===== src/rtl/segmem_pkg.sv =====
package segmem_pkg;
   localparam int NUM_SEGS = 4;
   localparam int SEL_W    = 2;

   typedef enum logic [1:0] {
      ACC_FETCH = 2'd0,
      ACC_DATA  = 2'd1,
      ACC_PUSH  = 2'd2,
      ACC_POP   = 2'd3
   } acc_class_e;

   typedef enum logic [1:0] {
      SEG_CODE  = 2'd0,
      SEG_DATA  = 2'd1,
      SEG_EXTRA = 2'd2,
      SEG_STACK = 2'd3
   } seg_id_e;
endpackage


===== src/rtl/segmem_seg_bank.sv =====
module segmem_seg_bank
   import segmem_pkg::*;
#(
   parameter int SEG_W = 8
) (
   input  logic                             clk,
   input  logic                             rst,
   input  logic                             wr_en,
   input  logic [SEL_W-1:0]                 wr_sel,
   input  logic [SEG_W-1:0]                 wr_val,
   output logic [NUM_SEGS-1:0][SEG_W-1:0]   seg_q
);
   genvar g;
   generate
      for (g = 0; g < NUM_SEGS; g++) begin : g_seg
         logic [SEG_W-1:0] val_r;
         always_ff @(posedge clk) begin
            if (rst)
               val_r <= '0;
            else if (wr_en && (wr_sel == SEL_W'(g)))
               val_r <= wr_val;
         end
         assign seg_q[g] = val_r;
      end
   endgenerate

   // a load lands in the selected register on the next cycle
   a_r9_seg_load : assert property (@(posedge clk) disable iff (rst)
      wr_en |=> seg_q[$past(wr_sel)] == $past(wr_val));
endmodule


===== src/rtl/segmem_seg_pick.sv =====
module segmem_seg_pick
   import segmem_pkg::*;
#(
   parameter int SEG_W = 8
) (
   input  logic [1:0]                       cls,
   input  logic                             xseg,
   input  logic [NUM_SEGS-1:0][SEG_W-1:0]   seg_q,
   output seg_id_e                          seg_id,
   output logic [SEG_W-1:0]                 seg_val
);
   always_comb begin
      unique case (acc_class_e'(cls))
         ACC_FETCH: seg_id = SEG_CODE;
         ACC_DATA:  seg_id = xseg ? SEG_EXTRA : SEG_DATA;
         default:   seg_id = xseg ? SEG_EXTRA : SEG_STACK;
      endcase
   end

   assign seg_val = seg_q[seg_id];

   // fetch never reaches the override
   always_comb begin
      if (cls == ACC_FETCH)
         a_r2_fetch_code : assert (seg_id == SEG_CODE);
   end
endmodule


===== src/rtl/segmem_sp_unit.sv =====
module segmem_sp_unit #(
   parameter int OFF_W = 8
) (
   input  logic             clk,
   input  logic             rst,
   input  logic             push_go,
   input  logic             pop_go,
   input  logic             wide,
   input  logic             ld_en,
   input  logic [OFF_W-1:0] ld_val,
   output logic [OFF_W-1:0] sp_q,
   output logic [OFF_W-1:0] sp_dec
);
   logic [OFF_W-1:0] step;
   logic [OFF_W-1:0] sp_nx;

   assign step   = wide ? OFF_W'(2) : OFF_W'(1);
   assign sp_dec = sp_q - step;

   always_comb begin
      sp_nx = sp_q;
      if (ld_en)        sp_nx = ld_val;
      else if (push_go) sp_nx = sp_dec;
      else if (pop_go)  sp_nx = sp_q + step;
   end

   always_ff @(posedge clk) begin
      if (rst) sp_q <= '0;
      else     sp_q <= sp_nx;
   end

   // push lowers the pointer by the access size
   a_r4_push_lowers : assert property (@(posedge clk) disable iff (rst)
      (push_go && !ld_en) |=> sp_q == $past(sp_q) - ($past(wide) ? OFF_W'(2) : OFF_W'(1)));
   // pop raises the pointer by the access size
   a_r5_pop_raises : assert property (@(posedge clk) disable iff (rst)
      (pop_go && !ld_en) |=> sp_q == $past(sp_q) + ($past(wide) ? OFF_W'(2) : OFF_W'(1)));
   // load wins
   a_r9_sp_load : assert property (@(posedge clk) disable iff (rst)
      ld_en |=> sp_q == $past(ld_val));
   // untouched without load or stack access
   a_r7_sp_hold : assert property (@(posedge clk) disable iff (rst)
      (!ld_en && !push_go && !pop_go) |=> $stable(sp_q));
endmodule


===== src/rtl/segmem_ref_guard.sv =====
module segmem_ref_guard
   import segmem_pkg::*;
(
   input  logic       clk,
   input  logic       rst,
   input  logic       insn_start,
   input  logic       req_valid,
   input  logic [1:0] cls,
   input  logic       mem_src,
   output logic       accept,
   output logic       illegal
);
   logic used_r;
   logic counted;
   logic second;
   logic nested;

   assign counted = req_valid && (cls != ACC_FETCH);
   assign second  = used_r && !insn_start;
   assign nested  = (cls == ACC_PUSH) && mem_src;
   assign illegal = counted && (second || nested);
   assign accept  = req_valid && !illegal;

   always_ff @(posedge clk) begin
      if (rst)             used_r <= 1'b0;
      else if (insn_start) used_r <= counted && accept;
      else if (counted && accept) used_r <= 1'b1;
   end

   // an accepted reference closes the instruction for further ones
   a_r7_closes : assert property (@(posedge clk) disable iff (rst)
      (counted && accept) |=> used_r);
   // a fetch alone never closes a fresh instruction
   a_r2_fetch_free : assert property (@(posedge clk) disable iff (rst)
      (insn_start && !counted) |=> !used_r);
endmodule


===== src/rtl/segmem_unit.sv =====
module segmem_unit
   import segmem_pkg::*;
#(
   parameter int SEG_W  = 8,
   parameter int OFF_W  = 8,
   parameter int BYTE_W = 8
) (
   input  logic                      clk,
   input  logic                      rst,
   input  logic                      insn_start,
   input  logic                      req_valid,
   input  logic [1:0]                req_class,
   input  logic                      req_xseg,
   input  logic                      req_mem_src,
   input  logic                      req_we,
   input  logic                      req_wide,
   input  logic [OFF_W-1:0]          req_off,
   input  logic [2*BYTE_W-1:0]       req_wdata,
   input  logic                      seg_we,
   input  logic [1:0]                seg_sel,
   input  logic [SEG_W-1:0]          seg_wdata,
   input  logic                      sp_we,
   input  logic [OFF_W-1:0]          sp_wdata,
   output logic                      mem_rd,
   output logic                      mem_wr,
   output logic [1:0]                mem_be,
   output logic [SEG_W-1:0]          mem_seg,
   output logic [OFF_W-1:0]          mem_off,
   output logic [SEG_W+OFF_W-1:0]    mem_addr,
   output logic [SEG_W+OFF_W-1:0]    mem_addr_hi,
   output logic [2*BYTE_W-1:0]       mem_wdata,
   output logic                      acc_err,
   output logic [OFF_W-1:0]          sp_out
);
   localparam int ADDR_W = SEG_W + OFF_W;
   localparam int DATA_W = 2 * BYTE_W;

   generate
      if (SEG_W < 1) begin : g_bad_seg
         $error("segmem_unit: SEG_W must be at least 1");
      end
      if (OFF_W < 2) begin : g_bad_off
         $error("segmem_unit: OFF_W must be at least 2 for 16-bit stack steps");
      end
      if (BYTE_W < 1) begin : g_bad_byte
         $error("segmem_unit: BYTE_W must be at least 1");
      end
   endgenerate

   logic [NUM_SEGS-1:0][SEG_W-1:0] seg_q;
   seg_id_e          seg_id;
   logic [SEG_W-1:0] seg_val;
   logic             accept, illegal;
   logic             is_push, is_pop, is_data;
   logic             push_go, pop_go;
   logic [OFF_W-1:0] sp_q, sp_dec;
   logic [OFF_W-1:0] off_sel;
   logic             do_wr, do_rd;
   logic [DATA_W-1:0] wdata_sel;

   segmem_seg_bank #(.SEG_W(SEG_W)) u_bank (
      .clk(clk), .rst(rst), .wr_en(seg_we), .wr_sel(seg_sel),
      .wr_val(seg_wdata), .seg_q(seg_q));

   segmem_seg_pick #(.SEG_W(SEG_W)) u_pick (
      .cls(req_class), .xseg(req_xseg), .seg_q(seg_q),
      .seg_id(seg_id), .seg_val(seg_val));

   segmem_ref_guard u_guard (
      .clk(clk), .rst(rst), .insn_start(insn_start), .req_valid(req_valid),
      .cls(req_class), .mem_src(req_mem_src), .accept(accept), .illegal(illegal));

   assign is_push = (req_class == ACC_PUSH);
   assign is_pop  = (req_class == ACC_POP);
   assign is_data = (req_class == ACC_DATA);
   assign push_go = accept && is_push;
   assign pop_go  = accept && is_pop;

   segmem_sp_unit #(.OFF_W(OFF_W)) u_sp (
      .clk(clk), .rst(rst), .push_go(push_go), .pop_go(pop_go),
      .wide(req_wide), .ld_en(sp_we), .ld_val(sp_wdata),
      .sp_q(sp_q), .sp_dec(sp_dec));

   always_comb begin
      if (is_push)     off_sel = sp_dec;
      else if (is_pop) off_sel = sp_q;
      else             off_sel = req_off;
   end

   assign do_wr = accept && (is_push || (is_data && req_we));
   assign do_rd = accept && !(is_push || (is_data && req_we));

   always_comb begin
      if (!do_wr)        wdata_sel = '0;
      else if (req_wide) wdata_sel = req_wdata;
      else               wdata_sel = {{BYTE_W{1'b0}}, req_wdata[BYTE_W-1:0]};
   end

   always_ff @(posedge clk) begin
      if (rst) begin
         mem_rd      <= 1'b0;
         mem_wr      <= 1'b0;
         mem_be      <= 2'b00;
         mem_seg     <= '0;
         mem_off     <= '0;
         mem_addr    <= '0;
         mem_addr_hi <= '0;
         mem_wdata   <= '0;
         acc_err     <= 1'b0;
      end else begin
         mem_rd  <= do_rd;
         mem_wr  <= do_wr;
         mem_be  <= accept ? {req_wide, 1'b1} : 2'b00;
         acc_err <= illegal;
         if (accept) begin
            mem_seg     <= seg_val;
            mem_off     <= off_sel;
            mem_addr    <= {seg_val, off_sel};
            mem_addr_hi <= {seg_val, off_sel} + ADDR_W'(1);
            mem_wdata   <= wdata_sel;
         end
      end
   end

   assign sp_out = sp_q;

   // never read and write together
   a_r10_rw_excl : assert property (@(posedge clk) disable iff (rst)
      !(mem_rd && mem_wr));
   // a strobe lasts one cycle unless a new request arrived
   a_r10_one_shot : assert property (@(posedge clk) disable iff (rst)
      (!req_valid) |=> !mem_rd && !mem_wr && !acc_err);
   // refused access is silent on the memory side
   a_r7_err_quiet : assert property (@(posedge clk) disable iff (rst)
      acc_err |-> !mem_rd && !mem_wr && mem_be == 2'b00);
   // the upper lane is never enabled alone
   a_r6_lane_order : assert property (@(posedge clk) disable iff (rst)
      mem_be[1] |-> mem_be[0]);
   // a fetch reads from the code segment
   a_r2_fetch_seg : assert property (@(posedge clk) disable iff (rst)
      (accept && req_class == ACC_FETCH) |=> mem_rd && mem_seg == $past(seg_q[SEG_CODE]));
   // a push of a memory operand is refused
   a_r8_nested : assert property (@(posedge clk) disable iff (rst)
      (req_valid && is_push && req_mem_src) |=> acc_err && !mem_wr);
endmodule


===== config.mk =====
export PLATFORM = sky130hd
export DESIGN_NAME = segmem_unit
export DESIGN_NICKNAME = d
export VERILOG_FILES = /design/src/rtl/segmem_pkg.sv /design/src/rtl/segmem_seg_bank.sv /design/src/rtl/segmem_seg_pick.sv /design/src/rtl/segmem_sp_unit.sv /design/src/rtl/segmem_ref_guard.sv /design/src/rtl/segmem_unit.sv
export SDC_FILE = /design/constraint.sdc
export NUM_CORES = 1
export LEC_CHECK = 0
export ABC_CLOCK_PERIOD_IN_PS = 3400
export CORE_UTILIZATION = 44
export CTS_CLUSTER_SIZE = 28
export DETAILED_ROUTE_END_ITERATION = 10
export MAX_ROUTING_LAYER = met4
export PLACE_DENSITY = 0.87
export SYNTH_ARGS = -nofsm -noshare
export SYNTH_HDL_FRONTEND = slang
export SYNTH_SLANG_ARGS = --single-unit

===== constraint.sdc =====
create_clock -name clk -period 3.4 [get_ports clk]
set_input_delay 0.68 -clock clk [delete_from_list [all_inputs] [get_ports clk]]
set_output_delay 0.68 -clock clk [all_outputs]
set_load 0.02 [all_outputs]

==> results.py <==
metrics = {
    "final_layout": {
        "diodes": 0,
        "drive_above_1_share": 0.140,
        "final_cells": 830,
        "nets": 752,
        "syn_to_final_growth_pct": 39.7,
    },
    "logic_synthesis": {
        "synth_edf_count": 0,
        "yosysSeqAreaShare": 0.397,
        "synth_seq_cells": 94,
        "synth_area_sq_um": 4730,
        "ys.flop_type": "dfxtp_1",
        "async_reset_ff_frac": 0,
        "syn_inst": 543,
        "yosysWarnings": 0,
        "synth_nets": 605,
        "synth.distinct_cells": 66,
        "avgSynthCellArea_sq_um": 8.72,
    },
    "sta": {
        "finalMaxSlewViolations": 0,
        "hold_violations": 0,
        "fin_setup_tns_ps": 0,
        "clock.fmax_mhz": 317,
        "setup_viol": 0,
        "skew_ps": 12.6,
        "period_minus_slack_ps": 3160,
        "rsz0062_at_grt": "no",
        "fin_crit_sh": 0.929,
        "tightest_slew_ps": 1010,
        "slew_headroom": 0.322,
    },
    "clocking": {
        "cts_sinks": 94,
        "root_buffer": "clkbuf_8",
        "clock_latency_ps": 360,
        "tritoncts": "done",
        "clkTransAtPathRegs_ps": 90,
        "cts_buffer_depth": 2,
        "cts_buffers": 9,
        "cts_max_level": 3,
        "hold_buffers": 0,
    },
    "global_route": {
        "met1_usage": 0.322,
        "grt_use_total": 0.245,
        "use_met3": 0.0284,
        "grtUsageMet2": 0.405,
        "grt_pass1_wl_mm": 21.5,
        "grt.busiest_layer": "met2",
        "antenna_found_initial": 0,
        "grt-ovfl-total": 0,
        "grt_pass1_vias": 4285,
        "grt_max_degree": 74,
    },
    "hold_path": {
        "hold_end": "mem_addr_hi[1]$_SDFFE_PP0P_",
        "whs_path_depth": 2,
        "hold_path_startpoint": "mem_addr_hi[1]$_SDFFE_PP0P_",
        "holdCritPathClass": "reg2reg",
    },
    "worst_setup_path": {
        "end_kind": "flop",
        "critPathTopFamily": "simple AND/OR/NAND/NOR gates",
        "slowest_delay_ps": 500,
        "reg2reg_from": "u_sp.sp_q[0]$_SDFFE_PP0P_",
        "cp.required_ps": 3660,
        "path_class": "in2reg",
        "crit_arrival_ps": 3410,
        "cp_cell_sequence": "dlymetal6s2s_1 > inv_2 > ha_1 > inv_1 > fa_2 > buf_4 > nor4_2 > mux2i_1 > a2bb2oi_2 > buf_4 > nand4_2 > or4_1 > a32o_1",
        "cp_common_cell": "buf_4",
        "rr_worst_depth": 12,
        "cpMaxStageDelayCell": "or4_1",
        "cp-start-kind": "input port",
        "critical_path.max_fanout": 4,
        "crit_buf_inv": 5,
        "rrSetupSlack_ps": 320,
        "rr_endpoint": "mem_addr_hi[11]$_SDFFE_PP0P_",
    },
    "route": {
        "ant_nets": 0,
        "wl_per_cell_um": 16.0,
        "routed-via-count": 4588,
        "drc": 0,
        "first_pass_iters": 5,
        "totalWireLength_mm": 13.3,
        "avgViaCountPerCell": 5.53,
        "drt-initial-drc-count": 181,
    },
    "die": {
        "fp.coreArea_sq_um": 10400,
        "die_w_um": 106,
        "die_h_um": 106,
        "dieArea_sq_um": 11200,
        "std_cell_rows": 37,
        "io_pins": 131,
        "initial_core_util": 0.457,
    },
    "place": {
        "dp_cells": 807,
        "globalplace.congestion": 0.895,
        "io_buffers": 130,
        "dpl.hpwl_mm": 10.2,
    },
    "pwr": {
        "power_density_nw_per_um2": 408,
        "p_int_w": 0.00195,
        "p_leak_nw": 2.65,
        "power_frac_clock": 0.333,
        "p_sw_w": 0.000750,
        "p_sw_frac": 0.278,
        "peakVddDrop_mv": 0.247,
        "p_seq_frac": 0.443,
        "combPwrFrac": 0.224,
    },
    "run_status": {
        "status": "complete, no violations",
    },
    "flow_run": {
        "drv_cap": 0,
    },
}
-- final cells by class --
| cell class | count | area (sq um) |
|---|---|---|
| clock buffer | 9 | 124 |
| clock inverter | 6 | 119 |
| fill | 898 | 3750 |
| inverter | 10 | 37.5 |
| multi-input combinational | 388 | 2560 |
| sequential | 94 | 1880 |
| tap | 136 | 170 |
| timing repair buffer | 187 | 1730 |
-- kinds of logic after synthesis --
group | Yosys count | share of synthesized area
multiplexers | 35 | 0.0743
AO/OA/AOI/OAI | 118 | 0.181
AND/OR/NAND/NOR | 215 | 0.235
buffers and inverters | 61 | 0.0661
adder cells (fa/ha/maj) | 8 | 0.0243
XOR/XNOR | 12 | 0.0222
flip-flops | 94 | 0.397
-- worst max-delay path by stage --
stage,start,to,cells after the start
finish,req_wide,mem_addr_hi[11]$_SDFFE_PP0P_,13
global route,req_wide,mem_addr_hi[12]$_SDFFE_PP0P_,12
CTS,req_wide,mem_addr_hi[11]$_SDFFE_PP0P_,10
detailed placement,req_wide,mem_addr_hi[12]$_SDFFE_PP0P_,11
global placement,req_wide,mem_addr_hi[12]$_SDFFE_PP0P_,10
floorplan,req_wide,mem_addr_hi[12]$_SDFFE_PP0P_,10
-- per-stage QoR --
step                      total power [W]  hold slack [ps]  instance area (sq um)   util  worst slack [ps]
after floorplan                   0.00154              462                   4730      -              37.6
after detailed placement          0.00181              453                   6290  0.607              -407
final                             0.00270              463                   6620  0.638               242
after CTS                         0.00270              467                   6540  0.631              2.48
after global placement            0.00180              451                   6290  0.607              -312
after global routing              0.00282              495                   6620  0.638               104
-- layout by cell type, fill, tap and decap left out, types with 5 or more instances in the layout --
cell	synthesis	routed
xnor2_1	6	6
a22oi_1	8	8
o21ai_0	6	6
or3_1	5	5
a31oi_1	5	5
ha_1	6	6
nand3b_1	13	13
xor2_1	6	6
clkdlybuf4s50_1	0	128
nand3_1	9	9
nor3_1	7	7
o31ai_1	5	5
nor2_1	90	90
a32o_1	5	5
nand2b_1	13	13
or2_2	6	6
nor2b_1	9	8
dfxtp_1	94	94
or4_1	5	5
inv_1	9	8
nand2_1	27	27
clkbuf_8	0	9
a21oi_1	27	26
a22o_1	16	16
buf_4	16	57
mux2i_1	34	34
a211oi_1	19	19
-- per-layer routing --
layer / vias to the layer above / wire length (um)
met5: - / 0
met4: 0 / 110
met3: 13 / 733
met2: 161 / 6470
met1: 2196 / 6000
li1: 2218 / -
-- cells in the mapped netlist, drive strengths merged (13+ instances only) --
cell / number / share of area
buf: 27 / 0.039
nand2b: 13 / 0.017
a22o: 16 / 0.030
a21oi: 27 / 0.029
dfxtp: 94 / 0.40
a211oi: 19 / 0.030
clkbuf: 24 / 0.019
nand3b: 14 / 0.023
mux2i: 34 / 0.072
nor2: 90 / 0.071
nand2: 27 / 0.021
-- state kept, by name (all words and copies together) (netlist names), 2 cells and up --
name	cells
u_bank.g_seg.val_r	32
u_sp.sp_q	8
mem_off	7
mem_wdata	16
mem_be	2
mem_addr_hi	16
mem_seg	8
-- what timing repair did --
| action | CTS | global route |
|---|---|---|
| pin swaps | 1 | 6 |
| resized for setup | 1 | 7 |
| endpoints found under the setup margin | 2 | 10 |
| buffers inserted | 1 | 7 |
-- worst min-delay path, delay by kind of cell, from the launching register on --
family           cells  cell delay (ps)
AND/OR/NAND/NOR      1               50
AO/OA/AOI/OAI        1               50
flip-flops           1              320
-- power by group through the flow --
stage / clock network (W) / registers [W] / logic [W]
CTS: 0.000913 / 0.00120 / 0.000590
detailed placement: 0 / 0.00122 / 0.000587
finish: 0.000898 / 0.00120 / 0.000604
global route: 0.000964 / 0.00120 / 0.000650
global placement: 0 / 0.00122 / 0.000577
floorplan: 0 / 0.00126 / 0.000283
No activity file was read; power rests on OpenSTA's default activity.
